==> config.mk <==
export PLATFORM = sky130hd
export DESIGN_NAME = iowin_decoder
export DESIGN_NICKNAME = d
export VERILOG_FILES = /design/src/rtl/iowin_pkg.sv /design/src/rtl/iowin_cfg_regs.sv /design/src/rtl/iowin_window_match.sv /design/src/rtl/iowin_forward.sv /design/src/rtl/iowin_decoder.sv
export SDC_FILE = /design/constraint.sdc
export NUM_CORES = 1
export LEC_CHECK = 0
export BUFFER_PORTS_ARGS = -buffer_cell sky130_fd_sc_hd__buf_2
export CAP_MARGIN = 10
export CORE_MARGIN = 2
export CORE_UTILIZATION = 40
export DETAILED_ROUTE_END_ITERATION = 16
export PLACE_DENSITY = 0.63
export SYNTH_ARGS = -nofsm -noshare
export SYNTH_HDL_FRONTEND = slang
export SYNTH_SLANG_ARGS = --single-unit
==> constraint.sdc <==
create_clock -name clk -period 5.68 [get_ports clk]
set_input_delay 0.568 -clock clk [delete_from_list [all_inputs] [get_ports clk]]
set_output_delay 0.568 -clock clk [all_outputs]
set_load 0.005 [all_outputs]
==> src/rtl/iowin_pkg.sv <==
package iowin_pkg;

  typedef enum logic [1:0] {
    FWD_OFF     = 2'd0,
    FWD_INCLUDE = 2'd1,
    FWD_RSVD    = 2'd2,
    FWD_PEEK    = 2'd3
  } fwd_mode_e;

  // register index map: mode, then lower/upper pairs per window
  localparam int CFG_MODE_IDX = 0;
  localparam int CFG_WIN_BASE = 2;

  function automatic int lo_index(input int w);
    return CFG_WIN_BASE + 2 * w;
  endfunction

  function automatic int hi_index(input int w);
    return CFG_WIN_BASE + 2 * w + 1;
  endfunction

endpackage

==> src/rtl/iowin_cfg_regs.sv <==
module iowin_cfg_regs
  import iowin_pkg::*;
#(
  parameter int NUM_WIN = 2,
  parameter int SEG_W   = 4,
  parameter int PAGE_W  = 12,
  parameter int CFG_AW  = 3,
  parameter int BND_W   = SEG_W + PAGE_W
) (
  input  logic              clk,
  input  logic              rst_n,
  input  logic              cfg_we,
  input  logic [CFG_AW-1:0] cfg_addr,
  input  logic [BND_W-1:0]  cfg_wdata,
  output fwd_mode_e         mode_q,
  output logic [BND_W-1:0]  lo_q [NUM_WIN],
  output logic [PAGE_W-1:0] hi_q [NUM_WIN]
);

  logic      mode_en;
  fwd_mode_e mode_d;

  always_comb begin
    mode_en = cfg_we && (cfg_addr == CFG_AW'(CFG_MODE_IDX));
    mode_d  = fwd_mode_e'(cfg_wdata[1:0]);
  end

  always_ff @(posedge clk or negedge rst_n) begin
    if (!rst_n) begin
      mode_q <= FWD_OFF;
    end else if (mode_en) begin
      mode_q <= mode_d;
    end
  end

  for (genvar w = 0; w < NUM_WIN; w++) begin : g_win
    logic              lo_en;
    logic              hi_en;
    logic [BND_W-1:0]  lo_d;
    logic [PAGE_W-1:0] hi_d;

    always_comb begin
      lo_en = cfg_we && (cfg_addr == CFG_AW'(lo_index(w)));
      hi_en = cfg_we && (cfg_addr == CFG_AW'(hi_index(w)));
      lo_d  = cfg_wdata;
      hi_d  = cfg_wdata[PAGE_W-1:0];
    end

    always_ff @(posedge clk or negedge rst_n) begin
      if (!rst_n) begin
        lo_q[w] <= '0;
      end else if (lo_en) begin
        lo_q[w] <= lo_d;
      end
    end

    always_ff @(posedge clk or negedge rst_n) begin
      if (!rst_n) begin
        hi_q[w] <= '0;
      end else if (hi_en) begin
        hi_q[w] <= hi_d;
      end
    end
  end

endmodule

==> src/rtl/iowin_window_match.sv <==
module iowin_window_match #(
  parameter int PREFIX_W = 8,
  parameter int SEG_W    = 4,
  parameter int PAGE_W   = 12,
  parameter int BND_W    = SEG_W + PAGE_W,
  parameter int TAG_W    = PREFIX_W + SEG_W + PAGE_W
) (
  input  logic [TAG_W-1:0]  tag,
  input  logic [BND_W-1:0]  lo,
  input  logic [PAGE_W-1:0] hi,
  output logic              hit
);

  logic [PREFIX_W-1:0] prefix;
  logic [SEG_W-1:0]    seg;
  logic [PAGE_W-1:0]   page;
  logic [SEG_W-1:0]    lo_seg;
  logic [PAGE_W-1:0]   lo_page;
  logic                prefix_ok;
  logic                seg_ok;
  logic                range_ok;
  logic                win_on;

  always_comb begin
    prefix    = tag[TAG_W-1 -: PREFIX_W];
    seg       = tag[SEG_W+PAGE_W-1 -: SEG_W];
    page      = tag[PAGE_W-1:0];
    lo_seg    = lo[BND_W-1 -: SEG_W];
    lo_page   = lo[PAGE_W-1:0];
    prefix_ok = &prefix;
    seg_ok    = (seg == lo_seg);
    range_ok  = (page >= lo_page) && (page < hi);
    win_on    = (lo_page < hi);
    hit       = prefix_ok && seg_ok && range_ok && win_on;
  end

endmodule

==> src/rtl/iowin_forward.sv <==
module iowin_forward
  import iowin_pkg::*;
#(
  parameter int ADDR_W  = 32,
  parameter int NUM_WIN = 2,
  parameter int BCAST_W = 14,
  parameter int PORT_W  = 1
) (
  input  logic               clk,
  input  logic               rst_n,
  input  logic               req_valid,
  input  logic [ADDR_W-1:0]  req_addr,
  input  logic               req_wshort,
  input  fwd_mode_e          mode,
  input  logic [NUM_WIN-1:0] win_hit,
  output logic               rsp_valid,
  output logic               rsp_hit,
  output logic [PORT_W-1:0]  rsp_port,
  output logic [ADDR_W-1:0]  rsp_addr
);

  logic [PORT_W-1:0] sel_port;
  logic              any_hit;
  logic              allow;
  logic [ADDR_W-1:0] fwd_addr;
  logic              hit_d;
  logic [PORT_W-1:0] port_d;
  logic [ADDR_W-1:0] addr_d;
  logic              rsp_en;

  // lowest window index wins
  always_comb begin
    sel_port = '0;
    for (int w = NUM_WIN - 1; w >= 0; w--) begin
      if (win_hit[w]) sel_port = PORT_W'(w);
    end
    any_hit = |win_hit;
  end

  always_comb begin
    allow    = 1'b0;
    fwd_addr = req_addr;
    unique case (mode)
      FWD_INCLUDE: allow = 1'b1;
      FWD_PEEK: begin
        allow    = req_wshort;
        fwd_addr = {{BCAST_W{1'b1}}, req_addr[ADDR_W-BCAST_W-1:0]};
      end
      default: allow = 1'b0;
    endcase
  end

  always_comb begin
    hit_d  = req_valid && any_hit && allow;
    port_d = hit_d ? sel_port : '0;
    addr_d = hit_d ? fwd_addr : '0;
    rsp_en = req_valid || rsp_valid;
  end

  always_ff @(posedge clk or negedge rst_n) begin
    if (!rst_n) begin
      rsp_valid <= 1'b0;
      rsp_hit   <= 1'b0;
      rsp_port  <= '0;
      rsp_addr  <= '0;
    end else if (rsp_en) begin
      rsp_valid <= req_valid;
      rsp_hit   <= hit_d;
      rsp_port  <= port_d;
      rsp_addr  <= addr_d;
    end
  end

endmodule

==> src/rtl/iowin_decoder.sv <==
module iowin_decoder
  import iowin_pkg::*;
#(
  parameter int ADDR_W   = 32,
  parameter int PREFIX_W = 8,
  parameter int SEG_W    = 4,
  parameter int PAGE_W   = 12,
  parameter int NUM_WIN  = 2,
  parameter int BCAST_W  = 14,
  parameter int CFG_AW   = 3,
  parameter int BND_W    = SEG_W + PAGE_W,
  parameter int PORT_W   = (NUM_WIN > 1) ? $clog2(NUM_WIN) : 1
) (
  input  logic              clk,
  input  logic              rst_n,
  input  logic              cfg_we,
  input  logic [CFG_AW-1:0] cfg_addr,
  input  logic [BND_W-1:0]  cfg_wdata,
  input  logic              req_valid,
  input  logic [ADDR_W-1:0] req_addr,
  input  logic              req_wshort,
  output logic              rsp_valid,
  output logic              rsp_hit,
  output logic [PORT_W-1:0] rsp_port,
  output logic [ADDR_W-1:0] rsp_addr
);

  localparam int TAG_W = PREFIX_W + SEG_W + PAGE_W;

  fwd_mode_e          mode_q;
  logic [BND_W-1:0]   lo_q [NUM_WIN];
  logic [PAGE_W-1:0]  hi_q [NUM_WIN];
  logic [NUM_WIN-1:0] win_hit;
  logic [TAG_W-1:0]   req_tag;

  assign req_tag = req_addr[ADDR_W-1 -: TAG_W];

  iowin_cfg_regs #(
    .NUM_WIN (NUM_WIN),
    .SEG_W   (SEG_W),
    .PAGE_W  (PAGE_W),
    .CFG_AW  (CFG_AW),
    .BND_W   (BND_W)
  ) u_regs (
    .clk       (clk),
    .rst_n     (rst_n),
    .cfg_we    (cfg_we),
    .cfg_addr  (cfg_addr),
    .cfg_wdata (cfg_wdata),
    .mode_q    (mode_q),
    .lo_q      (lo_q),
    .hi_q      (hi_q)
  );

  for (genvar w = 0; w < NUM_WIN; w++) begin : g_match
    iowin_window_match #(
      .PREFIX_W (PREFIX_W),
      .SEG_W    (SEG_W),
      .PAGE_W   (PAGE_W),
      .BND_W    (BND_W),
      .TAG_W    (TAG_W)
    ) u_match (
      .tag (req_tag),
      .lo  (lo_q[w]),
      .hi  (hi_q[w]),
      .hit (win_hit[w])
    );
  end

  iowin_forward #(
    .ADDR_W  (ADDR_W),
    .NUM_WIN (NUM_WIN),
    .BCAST_W (BCAST_W),
    .PORT_W  (PORT_W)
  ) u_fwd (
    .clk        (clk),
    .rst_n      (rst_n),
    .req_valid  (req_valid),
    .req_addr   (req_addr),
    .req_wshort (req_wshort),
    .mode       (mode_q),
    .win_hit    (win_hit),
    .rsp_valid  (rsp_valid),
    .rsp_hit    (rsp_hit),
    .rsp_port   (rsp_port),
    .rsp_addr   (rsp_addr)
  );

endmodule

==> run metrics <==
CTS Buffer Depth=2; TritonCTS clock tree=yes; slew margin rel.=21.6%; Die Width=121 µm; unrepaired setup endpoints after global routing=no; Initial Util=41.3%; ys async rst share=100%; kind of critical path=in2reg; Port-buffer cells=90; post-CTS sizing=0; vias in the first global route=4428; Setup TNS Final=0 ps; via/cell ratio=5.41; row count=42; clk_skew=7.25 ps; synth unique cells=50; DRT iter0 DRCs=338; total leakage power=3.23 nW; # hold bufs at CTS=0; Fin. Hold Viols=0; drc violations=0; Die Ht=121 µm; Layout fillers=1285; Max Slew Vio Count=0; CP Max Fanout=25; Congestion Overflow GR=0; Global Route Usage Sum=20.1%; antenna cell count=0; CTS buffer count=9; endpoint class of the critical path=register; Avg Synthesized Cell Area=9.88 µm²; drt pass-1 iters=4; Pwr Total=2.04 mW; most frequent cells in the layout=dfrtp_1 (93), buf_2 (89), ha_1 (68), nand2_1 (66), inv_1 (55); final WL=13900 µm; wire length per cell=17.0 µm; peak supply drop=0.160 mV; clk_lat worst skew=350 ps; routed vias=4432; Synth Net Count=682; GPL Wtd Cong=0.847; # setup viols final=0; Worst-Margin Slew=1170 ps; I/O pin total=91; core area=13300 µm²; sequential cell area fraction in the yosys report=42.2%; fraction of layout cells with a size suffix above 1=24.6%; Main synth FF type=dfrtp_1; Final Cycle Share=50.4%; first-pass GRT wire length=22700 µm; Worst Path Arrival=3070 ps; most common cell after layout, fill and taps aside=dfrtp_1; Post-Syn Area=5510 µm²; Final Critical Period=2860 ps; initial antenna violation count=0; status=complete, no violations; Yosys Warn Count=0; Crit path required time=5890 ps; Detail Route Antenna Nets=0; Max Freq=349 MHz; synthesis-stage register bit count=93; Power Density=316 nW/µm²; Setup Buffers After CTS=0; CP Launch Type=primary input; Clock Sink Count=93; Post-DP HPWL=10500 µm; CTS root buffer=clkbuf_16; die area=14700 µm²; nets=763; Syn Inst Count=558; largest net degree at the start of global routing=48; HP Class=in2async; Clock transition at path regs=70 ps; final core area utilization=48.4%; Post-synth EDFFs=0; Area Overhead vs Synth=17.1%; htree depth=3; maxcap violations=0
==> worst max-delay path: stages <==
cell       delay [ps]
buf_2             120
inv_1              60
ha_1              280
nand2b_1          150
a2111oi_2         400
a2bb2oi_2         910
a21oi_1           210
a32oi_1           280
o21ai_1            90
==> Yosys cell counts (2+ instances only) <==
| master | count | area, µm² |
|---|---|---|
| buf_6 | 3 | 33.8 |
| inv_1 | 55 | 206 |
| nand2_1 | 66 | 248 |
| clkbuf_1 | 13 | 48.8 |
| buf_1 | 4 | 15.0 |
| nand4b_1 | 2 | 17.5 |
| nand4_1 | 7 | 43.8 |
| o211ai_1 | 2 | 15.0 |
| dfrtp_1 | 93 | 2330 |
| and4_1 | 2 | 17.5 |
| xor2_1 | 4 | 35.0 |
| nand2b_1 | 4 | 25.0 |
| a32oi_1 | 24 | 210 |
| a21oi_1 | 45 | 225 |
| xnor2_1 | 4 | 35.0 |
| nor2_1 | 17 | 63.8 |
| mux2_2 | 35 | 394 |
| ha_1 | 68 | 851 |
| a211oi_1 | 5 | 37.5 |
| o21ai_0 | 36 | 180 |
| nand3_1 | 11 | 55.1 |
| nor3_1 | 2 | 10.0 |
| o21ai_1 | 22 | 110 |
| a21o_1 | 5 | 37.5 |
| buf_2 | 4 | 20.0 |
==> layout make-up <==
| class | count | area [µm²] | area share [%] |
|---|---|---|---|
| clock inverters | 6 | 113 | 1.74 |
| repair buffers | 95 | 490 | 7.60 |
| clock buffers | 9 | 225 | 3.49 |
| flip-flops and latches | 93 | 2330 | 36.0 |
| multi-input cells | 385 | 2870 | 44.5 |
| inverters | 55 | 206 | 3.20 |
| well taps | 176 | 220 | 3.41 |
==> through the flow <==
| step | hold slack, ps | instances | area [µm²] | setup WS (ps) |
|---|---|---|---|---|
| after floorplan | 272 | 558 | 5510 | 3350 |
| after global placement | 456 | 804 | 6120 | 2580 |
| after detailed placement | 462 | 804 | 6120 | 2450 |
| after CTS | 234 | 819 | 6460 | 2790 |
| after global routing | 274 | 819 | 6460 | 2610 |
| final | 221 | 819 | 6460 | 2820 |
==> routing by layer <==
metal  global-route usage, %  vias up  share of wire, %
li1                        -     2157                 -
met1                    25.9     2158                46
met3                    3.10       15               4.5
met5                       0        -                 0
met4                    8.41        0               2.0
met2                    33.5      102                48
==> logic make-up after synthesis <==
logic type                 count (synthesis)  synth area share, %
muxes                                     35                 7.15
AOI/OAI and AO/OA                        150                 16.9
xor gates and xnor gates                   8                 1.27
buffers and inverters                     80                 6.02
and+or+nand+nor                          124                 11.0
adders and majority gates                 68                 15.4
DFF                                       93                 42.2
==> path summary, 6_finish.rpt <==
check | start | end | slack (ps) | cells past startpoint
worst min register to register | u_fwd.rsp_addr[30] | u_fwd.rsp_addr[30] | 480 | 2
worst max register to register | u_regs.lo_q[0] | u_fwd.rsp_addr[9] | 2830 | 7
worst max-delay path | req_addr[8] | u_fwd.rsp_addr[9] | 2820 | 9
worst min-delay path | rst_n | u_fwd.rsp_addr[4] | 220 | 1
min in group clk | req_valid | u_fwd.rsp_valid | 400 | 1
max in group asynchronous | rst_n | u_regs.lo_q[0] | 4420 | 2
==> power breakdown <==
group	leakage (nW)	switching [mW]	internal, mW
Combinational	1.88	0.314	0.234
Clock	0.165	0.260	0.428
Sequential	1.19	0.0503	0.752
==> registers in the layout, summed over array words and instances (netlist names) <==
| register | cells |
|---|---|
| u_fwd.rsp_valid | 1 |
| u_fwd.rsp_port | 1 |
| u_fwd.rsp_hit | 1 |
| u_regs.hi_q | 24 |
| u_fwd.rsp_addr | 32 |
| u_regs.mode_q | 2 |
| u_regs.lo_q | 32 |
Power figures use the tool's default switching activity.
